### src/rtl/video_sync_gen.sv
module video_sync_gen #(
  parameter int W = 12
) (
  input  logic         clk,
  input  logic         rst_n,
  input  logic [W-1:0] h_total,
  input  logic [W-1:0] v_total,
  input  logic [W-1:0] hsync_on,
  input  logic [W-1:0] hsync_off,
  input  logic [W-1:0] hblank_on,
  input  logic [W-1:0] hblank_off,
  input  logic [W-1:0] vsync_on,
  input  logic [W-1:0] vsync_off,
  input  logic [W-1:0] vblank_on,
  input  logic [W-1:0] vblank_off,
  input  logic [W-1:0] eqwin_on,
  input  logic [W-1:0] eqwin_off,
  input  logic [W-1:0] eq_off,
  input  logic [W-1:0] serr_off,
  output logic         hsync,
  output logic         hblank,
  output logic         vsync,
  output logic         vblank,
  output logic         csync,
  output logic         cblank,
  output logic         field
);

  localparam logic [W-1:0] ONE = W'(1);

  logic [W-1:0] hcnt, vcnt, h_half, hpos;
  logic         ilace, h_end, v_step, v_end, eqwin, cs_nxt;

  function automatic logic pulse(logic cur, logic [W-1:0] c, logic [W-1:0] on, logic [W-1:0] off);
    if (c == off) return 1'b0;
    if (c == on)  return 1'b1;
    return cur;
  endfunction

  assign h_half = h_total >> 1;
  assign ilace  = h_total[1];
  assign h_end  = hcnt >= h_total;
  assign v_step = h_end || (ilace && hcnt == h_half);
  assign v_end  = vcnt >= v_total;
  assign hpos   = (hcnt > h_half) ? hcnt - h_half : hcnt;
  assign cblank = hblank | vblank;

  always_comb begin
    if (!eqwin)     cs_nxt = pulse(csync, hcnt, hsync_on, hsync_off);
    else if (vsync) cs_nxt = pulse(csync, hpos, ONE, serr_off);
    else            cs_nxt = pulse(csync, hpos, ONE, eq_off);
  end

  always_ff @(posedge clk) begin
    if (!rst_n) begin
      hcnt   <= ONE;
      vcnt   <= ONE;
      hsync  <= 1'b0;
      hblank <= 1'b0;
      vsync  <= 1'b0;
      vblank <= 1'b0;
      eqwin  <= 1'b0;
      csync  <= 1'b0;
      field  <= 1'b0;
    end else begin
      hcnt   <= h_end ? ONE : hcnt + ONE;
      if (v_step) begin
        vcnt <= v_end ? ONE : vcnt + ONE;
        if (v_end && ilace) field <= ~field;
      end
      hsync  <= pulse(hsync, hcnt, hsync_on, hsync_off);
      hblank <= pulse(hblank, hcnt, hblank_on, hblank_off);
      vsync  <= pulse(vsync, vcnt, vsync_on, vsync_off);
      vblank <= pulse(vblank, vcnt, vblank_on, vblank_off);
      eqwin  <= pulse(eqwin, vcnt, eqwin_on, eqwin_off);
      csync  <= cs_nxt;
    end
  end

  a_r2_wrap: assert property (@(posedge clk) disable iff (!rst_n)
    h_end |=> hcnt == ONE);
  a_r2_hsync_set: assert property (@(posedge clk) disable iff (!rst_n)
    (hcnt == hsync_on && hcnt != hsync_off) |=> hsync);
  a_r12_clear_wins: assert property (@(posedge clk) disable iff (!rst_n)
    (hcnt == hsync_off) |=> !hsync);
  a_r4_vhold: assert property (@(posedge clk) disable iff (!rst_n)
    !v_step |=> $stable(vcnt));
  a_r6_vblank_off: assert property (@(posedge clk) disable iff (!rst_n)
    (vcnt == vblank_off) |=> !vblank);
  a_r7_field_ilace: assert property (@(posedge clk) disable iff (!rst_n)
    !$stable(field) |-> $past(ilace));

endmodule

### config.mk
export PLATFORM = sky130hd
export DESIGN_NAME = video_sync_gen
export DESIGN_NICKNAME = d
export VERILOG_FILES = /design/src/rtl/video_sync_gen.sv
export SDC_FILE = /design/constraint.sdc
export NUM_CORES = 1
export LEC_CHECK = 0
export BUFFER_PORTS_ARGS = -buffer_cell sky130_fd_sc_hd__buf_2
export CAP_MARGIN = 10
export CORE_MARGIN = 1
export CORE_UTILIZATION = 45
export DETAILED_ROUTE_END_ITERATION = 8
export PLACE_DENSITY = 0.74
export RECOVER_POWER = 100
export SYNTH_ARGS = -nofsm -noshare
export SYNTH_HDL_FRONTEND = slang
export SYNTH_SLANG_ARGS = --single-unit
### constraint.sdc
create_clock -name clk -period 4.3 [get_ports clk]
set_input_delay 0.43 -clock clk [delete_from_list [all_inputs] [get_ports clk]]
set_output_delay 0.43 -clock clk [all_outputs]
set_load 0.02 [all_outputs]
[Yosys cells after proc, flatten, opt, wreduce, memory -nomap -nowiden]
Cells that the tools add are included.
Storage, ports and cells
  input port bits: 170
  output and inout bits: 7
  register bits: 31
Operators by class
  order comparisons: 3
  reduce and logical (&&, ||, !) cells: 12
  muxes and demuxes: 75
  equal/unequal tests: 16
  bitwise operators: 3
  add/sub/neg operators: 3
Operators with widths (number)
  $eq 12x12->1: 12
  $mux 1: 73
  $add 12x1->12 const B: 2
  $ge 12x12->1: 2
  $mux 12: 2
  $eq 12x1->1 const B: 1
  $eq 12x11->1: 1
  $gt 12x11->1: 1
  $sub 12x11->12: 1
  $reduce_bool 2->1: 5
  $ne 4x2->1 const B: 2
  $reduce_and 3->1: 1
  $reduce_bool 3->1: 1
  $logic_and 1x1->1: 2
  $not 1->1: 2
  $reduce_and 2->1: 1
  $reduce_or 2->1: 1
  $logic_or 1x1->1: 1
  $or 1x1->1: 1

[Longest topological paths before layout]
  depth after elaboration: 13
  mapped depth: 15

[Worst setup path after synthesis]
OpenSTA, ideal clock, no wires.
  kind: register to register
  from: reg hcnt[0]
  to: reg csync
  clock period less this slack: 3631 ps
  cell stages (with the launch flop): 15
  arrival time: 3514 ps
  buffers on the path: 2
  path slack: 669 ps
  cells stage by stage: dfxtp_1 > clkbuf_1 > inv_1 > ha_1 > fa_1 > nand2b_1 > a211o_1 > nand3_4 > and2_4 > buf_6 > mux2_4 > a222oi_1 > nand4_1 > or4_1 > o211a_1
Between the ends
  word-level cells in the longest chain between the ends: 9
  elaborated cells between the ends (all ways): 41
  classes of those cells: add/sub (1); order compare (1); eq/ne (7); mux (30); reduce/logical (2)
Ends and longest elaborated chain
  start, declared: RTL line 31  | logic [W-1:0] hcnt, vcnt, h_half, hpos;
  start signal, assigned: RTL line 66  | hcnt <= h_end ? ONE : hcnt + ONE;
  $sub 12x11->12 / $gt 12x11->1 (equally long branches): RTL line 45  | assign hpos = (hcnt > h_half) ? hcnt - h_half : hcnt;
  $mux 12: RTL line 45
  $eq 12x1->1 / $eq 12x12->1 (equally long branches): RTL line 36, 35
  $mux 1, on equally long branches: RTL line 36, 35
  $mux 1, on equally long branches: RTL line 36, 50
  $mux 1, on equally long branches: RTL line 50, 49
  $mux 1, on equally long branches: RTL line 49, 36
  $ne 4x2->1 (no line) / $mux 1 (equally long branches)
  $reduce_and 3->1 (no line) / $mux 1 (equally long branches)
  end signal, assigned: RTL line 76  | csync <= cs_nxt;
  end, declared: RTL line 24  | output logic csync,
Several ways; a longest one is shown, not always the timed one. The select of a mux whose other input is x is not followed.
A chain may end at the register's enable or synchronous reset.

[Worst setup path in the final report]
  from: reg hcnt[5]
  to: reg vcnt[0]
Between the ends
  word-level cells in the longest chain between the ends: 3
  elaborated cells between the ends (all ways): 4
  classes of those cells: order compare (1); eq/ne (1); reduce/logical (2)
Ends and longest elaborated chain
  parallel branches: the longest is 2 deep, another holds $ge 12x12->1
  $logic_or 1x1->1 (*): RTL line 43  | assign v_step = h_end || (ilace && hcnt == h_half);
  end signal, assigned: RTL line 68  | vcnt <= v_end ? ONE : vcnt + ONE;
  end, declared: RTL line 31
Mark *: on every way between the ends.

==> impl_metrics.yaml <==
run_status:
  status: "complete, no violations"
grt:
  grt_use_met2_pct: 52.2
  grt_util_met3_pct: 3.46
  antenna_found_initial: 0
  top_usage_layer: "met2"
  grt.met1_usage_pct: 35.4
  grt.overflow.total: 0
  grt_pass1_vias: 4992
  grt_start_max_net_pins: 20
  track_usage_pct: 28.9
  grt_pass1_wl_mm: 24.9
floorplanning:
  core_um2: 9910
  start_util_pct: 46.9
  die_x_um: 104
  dieArea_um2: 10700
  rows: 36
  ios: 177
  die_h_um: 104
drt:
  drcViolationCount: 0
  via_count: 5017
  wire_per_inst_um: 17.5
  ant_nets: 0
  first_pass_iters: 7
  drt-initial-drc-count: 335
  wl_mm: 15.6
  vias_per_cell: 5.64
cells_and_area:
  n_fill_cell: 960
  final_core_util_pct: 57.8
  final_cells: 890
  diodes: 0
  final_common_cell: "buf_2"
  finalInstanceArea_um2: 5730
  area_delta_synth_final_pct: 23.2
  layout_common_cells: "buf_2, xor2_1, inv_1"
  drive_gt1_share_pct: 26.0
  fin_nets: 964
clock_network:
  clock_sinks: 31
  postCtsResizedCells: 0
  cts_made_buffers: 5
  cts.path.max_buffers: 2
  cts_hold_buffers: 0
  cts.clk_slew.worst_paths_ns: 0.07
  cts_root_buffer: "clkbuf_8"
  cts_tree: "yes"
  htreeDepth: 2
  clk_latency_ns: 0.28
  post_cts_buffers: 0
setup_path:
  crit_chain: "buf_4, ha_1, a21o_1, a21o_1, a21oi_1, o21ai_0, a21oi_1, or2_0, o31ai_1, clkbuf_1, nand2b_1"
  crit_type: "flip-flop to flip-flop"
  cp_slowest_cell: "or2_0"
  slowest_delay_ns: 0.79
  worst_r2r_endpoint: "vcnt[0]"
  cp.required_ns: 4.47
  crit_path_end_kind: "flip-flop"
  crit_arrival_ns: 3.69
  worstReg2RegStart: "hcnt[5]"
  r2r_slack_ns: 0.79
  endpoint: "vcnt[0]"
  cp_max_fo: 19
  cp_num_cells: 11
  rr_worst_depth: 11
  crit_family: "compound AO/OA/AOI/OAI gates"
  crit_start: "hcnt[5]"
  crit_buf_inv: 2
  cp-start-kind: "flip-flop"
place:
  place_area_um2: 5640
  io_buffers: 176
  dp_cells: 882
  globalplace.congestion: 0.947
  place_hpwl_mm: 12.7
worst_hold_path:
  hold_path.class: "flip-flop to flip-flop"
synthesis:
  syn_avg_cell_area_um2: 7.82
  async_flop_share_pct: 0
  syn-cell-area_um2: 4650
  ys_types: 59
  synth_edf_count: 0
  syn-num-nets: 803
  synthesis.instances: 595
  synth_ff_type: "dfxtp_1"
  yosysWarnings: 0
  ys_seq_area_share_pct: 13.3
  ys_seq_elements: 31
timing:
  final.period_utilization_pct: 81.7
  max_freq_mhz: 285
  hold_violations: 0
  maxSlewViolCount: 0
  setup_viol_count_final: 0
  skew_ns: 0.00940
  fin_crit_ns: 3.51
  rsz0062_at_grt: "false"
  relSlewSlack_pct: 36.2
  finalSetupTns_ns: 0
  tightest_slew_ns: 0.957
power_and_ir_drop:
  powerDensity_nw_per_um2: 161
  ir_drop_v: 0.000114
  total_leakage_power_nw: 2.93
run:
  cap_violations: 0
-- report_power, final --
part / switching (mW) / internal (mW) / total [mW]
combinational: 0.197 / 0.170 / 0.367
sequential: 0.00268 / 0.291 / 0.294
clock: 0.115 / 0.146 / 0.261
total: 0.315 / 0.607 / 0.922
-- Yosys cell counts, drive strengths merged (3+ instances only) --
cell | n | area (um^2)
nor2b | 3 | 18.8
a311oi | 4 | 35.0
xor2 | 125 | 1090
nand3 | 19 | 108
a21o | 15 | 113
clkbuf | 26 | 98.8
o21ai | 13 | 65.1
a211o | 4 | 35.0
o31ai | 7 | 52.6
o211a | 4 | 40.0
and2 | 3 | 21.3
a221oi | 3 | 26.3
o22ai | 6 | 37.5
mux2i | 7 | 70.1
o2111ai | 3 | 26.3
inv | 45 | 169
buf | 10 | 60.1
or2 | 4 | 25.0
nand2b | 6 | 37.5
o211ai | 3 | 22.5
nor2 | 28 | 105
or4 | 6 | 45.0
and3 | 4 | 25.0
or3 | 4 | 25.0
nor4 | 32 | 215
xnor2 | 39 | 342
nor3b | 4 | 30.0
nand2 | 13 | 48.8
nand4 | 15 | 93.8
a21oi | 30 | 154
nor3 | 8 | 40.0
a211oi | 6 | 50.1
o21a | 5 | 37.5
a31oi | 8 | 50.1
ha | 37 | 463
dfxtp | 31 | 621
-- layout make-up --
cell class,count,area (um^2),share of cell area (%)
Sequential cell,31,621,10.8
Multi-Input combinational cell,483,3700,64.6
Clock inverter,1,7.51,0.131
Inverter,45,169,2.95
Timing Repair Buffer,190,966,16.9
Clock buffer,7,96.3,1.68
Tap cell,133,166,2.91
-- metrics by stage --
step	hold slack (ns)	setup slack [ns]	total power, mW
final	0.475	0.788	0.922
after global routing	0.493	0.461	0.974
after CTS	0.478	0.864	0.924
after detailed placement	0.471	0.742	0.665
after global placement	0.454	0.778	0.660
after floorplan	0.537	0.669	0.508
-- worst min path at each step --
stage / startpoint / to / slack, ns / cells after the start
after global placement: field / field / 0.45 / 2
after floorplan: eqwin / eqwin / 0.54 / 2
final: field / field / 0.48 / 2
after global routing: field / field / 0.49 / 2
after detailed placement: field / field / 0.47 / 2
after CTS: field / field / 0.48 / 2
-- per-layer routing --
metal	up-vias	routed length, um
li1	2434	-
met2	224	7700
met1	2333	6510
met4	0	375
met3	26	973
met5	-	0
-- worst reg2reg max path: stages (launching register included) --
cell,delay (ns)
dfxtp_1,0.40
buf_4,0.26
ha_1,0.28
a21o_1,0.16
a21o_1,0.17
a21oi_1,0.13
o21ai_0,0.16
a21oi_1,0.37
or2_0,0.79
o31ai_1,0.19
clkbuf_1,0.29
nand2b_1,0.22
-- sequential cells by signal, indices dropped and copies added, names as in the netlist --
name and flops:
vsync 1, field 1, csync 1, vcnt 12, hcnt 12, vblank 1, eqwin 1, hsync 1
hblank 1
-- cells by family (layout without fill, tap and decap cells) --
logic type / Yosys count / in the layout / synth area share [%]
compound gates: 122 / 122 / 18.1
xor+xnor: 164 / 164 / 30.9
fa+ha+maj: 38 / 38 / 10.4
buf+inv: 81 / 243 / 7.05
flops: 31 / 31 / 13.3
mux: 8 / 8 / 1.83
simple gates: 151 / 151 / 18.4
Power figures use the tool's default switching activity.
